<file path="config.mk">
export PLATFORM = sky130hd
export DESIGN_NAME = loc_ctrl
export DESIGN_NICKNAME = d
export VERILOG_FILES = /design/src/rtl/loc_pkg.sv /design/src/rtl/loc_bus_port.sv /design/src/rtl/loc_poll_timer.sv /design/src/rtl/loc_ctrl.sv
export SDC_FILE = /design/constraint.sdc
export NUM_CORES = 1
export LEC_CHECK = 0
export ABC_AREA = 1
export BUFFER_PORTS_ARGS = -buffer_cell sky130_fd_sc_hd__buf_2
export CAP_MARGIN = 20
export CORE_MARGIN = 2
export CORE_UTILIZATION = 30
export DETAILED_ROUTE_END_ITERATION = 10
export HOLD_SLACK_MARGIN = 0.06
export PLACE_DENSITY = 0.55
export SETUP_SLACK_MARGIN = 0.02
export SYNTH_ARGS = -nofsm -noshare
export SYNTH_HDL_FRONTEND = slang
export SYNTH_HIERARCHICAL = 1
export SYNTH_SLANG_ARGS = --single-unit
</file>
<file path="constraint.sdc">
create_clock -name clk -period 2.5 [get_ports clk]
set_clock_uncertainty 0.05 [all_clocks]
set_input_delay 0.5 -clock clk [delete_from_list [all_inputs] [get_ports clk]]
set_output_delay 0.5 -clock clk [all_outputs]
set_load 0.1 [all_outputs]
</file>
<file path="src/rtl/loc_pkg.sv">
package loc_pkg;
  localparam int ACT_BIT = 5;
  localparam int VLD_BIT = 7;
  localparam logic [7:0] REL_CMD = 8'h20;
  localparam logic [7:0] REQ_CMD = 8'h02;
  localparam logic [7:0] RDY_CMD = 8'h40;

  typedef enum logic [3:0] {
    S_IDLE, S_RD_ACC, S_REL_WR, S_REL_POLL, S_REL_GAP,
    S_REQ_WR, S_GNT_POLL, S_GNT_GAP, S_RDY_WR
  } seq_t;
endpackage

</file>
<file path="src/rtl/loc_bus_port.sv">
module loc_bus_port #(
  parameter int ADDR_W = 12
) (
  input  logic              clk,
  input  logic              rst,
  input  logic              start,
  input  logic              wr,
  input  logic [ADDR_W-1:0] addr,
  input  logic [7:0]        wdata,
  output logic              fin,
  output logic [7:0]        rdata,
  output logic              bus_valid,
  output logic              bus_write,
  output logic [ADDR_W-1:0] bus_addr,
  output logic [7:0]        bus_wdata,
  input  logic              bus_ack,
  input  logic [7:0]        bus_rdata
);
  always_ff @(posedge clk) begin
    if (rst) begin
      bus_valid <= 1'b0;
      bus_write <= 1'b0;
      bus_addr  <= '0;
      bus_wdata <= '0;
      fin       <= 1'b0;
      rdata     <= '0;
    end else begin
      fin <= 1'b0;
      if (!bus_valid && start) begin
        bus_valid <= 1'b1;
        bus_write <= wr;
        bus_addr  <= addr;
        bus_wdata <= wdata;
      end else if (bus_valid && bus_ack) begin
        bus_valid <= 1'b0;
        fin       <= 1'b1;
        rdata     <= bus_rdata;
      end
    end
  end
endmodule

</file>
<file path="src/rtl/loc_poll_timer.sv">
module loc_poll_timer #(
  parameter int POLL_GAP = 200,
  parameter int POLL_MAX = 1000000
) (
  input  logic clk,
  input  logic rst,
  input  logic restart,
  input  logic miss,
  output logic gap_done,
  output logic last
);
  localparam int GW = $clog2(POLL_GAP + 1);
  localparam int TW = $clog2(POLL_MAX + 1);

  logic [GW-1:0] gcnt;
  logic          run;
  logic [TW-1:0] tries;

  always_ff @(posedge clk) begin
    if (rst) begin
      gcnt     <= '0;
      run      <= 1'b0;
      tries    <= '0;
      gap_done <= 1'b0;
    end else begin
      gap_done <= 1'b0;
      if (restart)   tries <= '0;
      else if (miss) tries <= tries + 1'b1;
      if (miss) begin
        run  <= 1'b1;
        gcnt <= GW'(POLL_GAP - 1);
      end else if (run) begin
        if (gcnt == '0) begin
          run      <= 1'b0;
          gap_done <= 1'b1;
        end else begin
          gcnt <= gcnt - 1'b1;
        end
      end
    end
  end

  assign last = (tries == TW'(POLL_MAX - 1));
endmodule

</file>
<file path="src/rtl/loc_ctrl.sv">
module loc_ctrl
  import loc_pkg::*;
#(
  parameter int              ADDR_W   = 12,
  parameter logic [ADDR_W-1:0] ACC_ADDR = 12'h000,
  parameter logic [ADDR_W-1:0] STS_ADDR = 12'h018,
  parameter int              POLL_GAP = 200,
  parameter int              POLL_MAX = 1000000
) (
  input  logic              clk,
  input  logic              rst,
  input  logic              open_req,
  input  logic              close_req,
  output logic              busy,
  output logic              done,
  output logic              err,
  output logic              bus_valid,
  output logic              bus_write,
  output logic [ADDR_W-1:0] bus_addr,
  output logic [7:0]        bus_wdata,
  input  logic              bus_ack,
  input  logic [7:0]        bus_rdata
);
  seq_t              state;
  logic              mode_open;
  logic              issued;
  logic              x_start, x_wr, x_fin;
  logic [ADDR_W-1:0] x_addr;
  logic [7:0]        x_wdata, x_rdata;
  logic              gap_done, last;
  logic              is_poll, want_act, hit;
  logic              unused_bits;

  always_comb begin
    x_wr    = 1'b0;
    x_addr  = ACC_ADDR;
    x_wdata = 8'h00;
    x_start = 1'b0;
    unique case (state)
      S_RD_ACC, S_REL_POLL, S_GNT_POLL: x_start = !issued;
      S_REL_WR: begin x_start = !issued; x_wr = 1'b1; x_wdata = REL_CMD; end
      S_REQ_WR: begin x_start = !issued; x_wr = 1'b1; x_wdata = REQ_CMD; end
      S_RDY_WR: begin
        x_start = !issued; x_wr = 1'b1; x_wdata = RDY_CMD; x_addr = STS_ADDR;
      end
      default: ;
    endcase
  end

  assign is_poll  = (state == S_REL_POLL) || (state == S_GNT_POLL);
  assign want_act = (state == S_GNT_POLL);
  assign hit      = x_rdata[VLD_BIT] && (x_rdata[ACT_BIT] == want_act);
  assign unused_bits = ^{x_rdata[6], x_rdata[4:0]};

  loc_bus_port #(.ADDR_W(ADDR_W)) u_port (
    .clk(clk), .rst(rst),
    .start(x_start), .wr(x_wr), .addr(x_addr), .wdata(x_wdata),
    .fin(x_fin), .rdata(x_rdata),
    .bus_valid(bus_valid), .bus_write(bus_write), .bus_addr(bus_addr),
    .bus_wdata(bus_wdata), .bus_ack(bus_ack), .bus_rdata(bus_rdata)
  );

  loc_poll_timer #(.POLL_GAP(POLL_GAP), .POLL_MAX(POLL_MAX)) u_timer (
    .clk(clk), .rst(rst),
    .restart(x_fin && (state == S_REL_WR || state == S_REQ_WR)),
    .miss(x_fin && is_poll && !hit),
    .gap_done(gap_done), .last(last)
  );

  always_ff @(posedge clk) begin
    if (rst) issued <= 1'b0;
    else if (x_start) issued <= 1'b1;
    else if (x_fin) issued <= 1'b0;
  end

  always_ff @(posedge clk) begin
    if (rst) begin
      state     <= S_IDLE;
      mode_open <= 1'b0;
      busy      <= 1'b0;
      done      <= 1'b0;
      err       <= 1'b0;
    end else begin
      done <= 1'b0;
      err  <= 1'b0;
      unique case (state)
        S_IDLE: if (open_req || close_req) begin
          busy      <= 1'b1;
          mode_open <= open_req;
          state     <= S_RD_ACC;
        end
        S_RD_ACC: if (x_fin) begin
          if (x_rdata[ACT_BIT]) state <= S_REL_WR;
          else if (mode_open)   state <= S_REQ_WR;
          else begin state <= S_IDLE; busy <= 1'b0; done <= 1'b1; end
        end
        S_REL_WR: if (x_fin) state <= S_REL_POLL;
        S_REL_POLL: if (x_fin) begin
          if (hit) begin
            if (mode_open) state <= S_REQ_WR;
            else begin state <= S_IDLE; busy <= 1'b0; done <= 1'b1; end
          end else if (last) begin
            state <= S_IDLE; busy <= 1'b0; err <= 1'b1;
          end else state <= S_REL_GAP;
        end
        S_REL_GAP: if (gap_done) state <= S_REL_POLL;
        S_REQ_WR: if (x_fin) state <= S_GNT_POLL;
        S_GNT_POLL: if (x_fin) begin
          if (hit) state <= S_RDY_WR;
          else if (last) begin
            state <= S_IDLE; busy <= 1'b0; err <= 1'b1;
          end else state <= S_GNT_GAP;
        end
        S_GNT_GAP: if (gap_done) state <= S_GNT_POLL;
        S_RDY_WR: if (x_fin) begin
          state <= S_IDLE; busy <= 1'b0; done <= 1'b1;
        end
        default: state <= S_IDLE;
      endcase
    end
  end
endmodule

</file>
==> impl_metrics.tcl <==
set metrics [dict create \
    avgSynthCellArea_um2 6.72 \
    clock_sinks 64 \
    htreeDepth 3 \
    power_frac_comb 0.475 \
    core-area_um2 11300 \
    dpl-instance-area_um2 3790 \
    initial_core_util 0.305 \
    fin_setup_tns_ps 0 \
    cp_slowest_stage_delay_ps 380 \
    track_usage 0.129 \
    globalRouteOverflowTotal 0 \
    fin_crit_ps 2200 \
    rsz0062_at_grt "no" \
    worstSetupStartpoint "state[2]$_SDFFE_PP0P_" \
    cts_buffer_depth 2 \
    worst_pin_slew_ps 703 \
    arrival_ps 2360 \
    yosys_warnings 6 \
    grt_first_pass_wirelength_um 13200 \
    gp_congestion 0.824 \
    syn_to_final_growth_pct 18.7 \
    crit_chain "nor2_4 -> inv_2 -> nor2_1 -> nor2_2 -> nor2_1 -> nand2_1 -> inv_2 -> inv_2 -> nor2_4 -> nand2_2 -> nor2_4 -> xor2_1 -> nor2_1" \
    p_switching_mw 2.57 \
    path_clk_slew_ps 60 \
    timing.max_cap.violations 0 \
    critical_path_class "reg -> reg" \
    routed_via_density 4.47 \
    dieArea_um2 12400 \
    status "finished, final reports clean" \
    drcViolationCount 0 \
    cts_tree "yes" \
    startpoint_type "register" \
    numCtsBuffers 9 \
    fillers 1224 \
    p_int_mw 2.50 \
    cp-end-kind "register" \
    crit_required_ps 2660 \
    finish.net_count 577 \
    wl_per_cell_um 10.8 \
    drtIter0Drc 123 \
    worstHoldStart "bus_rdata[7]" \
    setup_viol 0 \
    peakVddDrop_mv 1.26 \
    layout_commonest_cell "nand2_1" \
    design_area_um2 4100 \
    cts_root_buf "clkbuf_16" \
    antenna_found_initial 0 \
    hold_class "in -> reg" \
    powerDensity_nw_per_um2 1240 \
    grt_max_degree 25 \
    synthesis.instances 514 \
    drt-total-wl_um 7670 \
    portBuffers 31 \
    p_clk_frac 0.255 \
    antenna_cells 0 \
    die_x_um 111 \
    grt_pass1_vias 2908 \
    worstSkewPairLatency_ps 320 \
    slew_headroom 0.531 \
    io_pins 38 \
    rows 39 \
    p_sw_frac 0.507 \
    power_frac_seq 0.270 \
    final_cell_mix "99 x nand2_1, 98 x nor2_1, 64 x dfxtp_1" \
    hold_viol 0 \
    fmax_mhz 455 \
    vias 3170 \
    drv_slew 0 \
    netlist_area_um2 3450 \
    crit_buf_inv 3 \
    power.static_leakage_nw 1.72 \
    cts_setup_buffers 0 \
    rr_startpoint "state[2]$_SDFFE_PP0P_" \
    die_height_um 111 \
    cp_top_family "simple AND/OR/NAND/NOR gates" \
    dp_hpwl_um 5570 \
    timing.final.crit_share 0.879 \
    first_pass_iters 4 \
    path_max_fanout 11 \
    postRouteAntennaNets 0 \
    cp_slowest_cell "dfxtp_1" \
    drive_above_1_share 0.191 \
]
==> sequential cells by signal, indices dropped and copies added (netlist names), 2 cells and up <==
signal / flops
u_timer/gcnt: 8
u_port/rdata: 2
u_timer/tries: 20
u_port/bus_addr: 12
state: 4
u_port/bus_wdata: 8
==> worst register-to-register path: stages (launching register included) <==
cell	delay, ps
dfxtp_1	380
nor2_4	200
inv_2	90
nor2_1	220
nor2_2	90
nor2_1	90
nand2_1	80
inv_2	140
inv_2	160
nor2_4	170
nand2_2	80
nor2_4	130
xor2_1	150
nor2_1	50
==> metal layers <==
layer	wire [um]	GRT usage	part of all wire	vias up
met5	0	0	0	-
li1	-	-	-	1703
met4	127	0.0543	0.017	0
met3	281	0.0273	0.037	10
met1	3840	0.168	0.50	1393
met2	3410	0.205	0.45	64
==> worst paths after layout <==
kind	end	slack, ps	cells after the start
setup / recovery	u_timer/tries[15]$_SDFFE_PP0P_	300	13
hold / removal	u_port/rdata[7]$_SDFFE_PP0P_	340	3
setup reg to reg	u_timer/tries[15]$_SDFFE_PP0P_	300	13
hold reg to reg	busy$_SDFFE_PP0P_	420	2
==> power groups by stage <==
stage | registers [mW] | logic, mW | clock network (mW)
CTS | 1.37 | 2.42 | 1.32
global route | 1.40 | 2.56 | 1.36
floorplan | 2.66 | 0.810 | 0
finish | 1.37 | 2.41 | 1.29
detailed placement | 1.39 | 2.41 | 0
global placement | 1.39 | 2.41 | 0
==> per-stage QoR <==
stage,std cells,power [mW],util,hold WS (ps),setup slack [ps]
final,709,5.07,0.362,336,304
after global routing,709,5.33,0.362,341,53.8
after CTS,709,5.12,0.362,330,202
after detailed placement,693,3.81,0.335,407,222
after global placement,693,3.79,0.335,402,227
after floorplan,528,3.47,-,398,531
==> area by class of cell <==
| cell class | instances | area (um2) | area share |
|---|---|---|---|
| sequential | 64 | 1280 | 0.313 |
| inverter | 70 | 263 | 0.0641 |
| clock buffer | 10 | 239 | 0.0583 |
| multi-input combinational | 380 | 1880 | 0.458 |
| tap | 143 | 179 | 0.0437 |
| clock inverter | 6 | 67.6 | 0.0165 |
| timing repair buffer | 36 | 193 | 0.0470 |
==> timing repair <==
action / in CTS / in global routing
setup endpoints to repair: 0 / 9
hold buffers: 0 / 0
endpoints found under the hold margin: 0 / 0
resized for setup: 0 / 1
No activity file was read; power rests on OpenSTA's default activity.
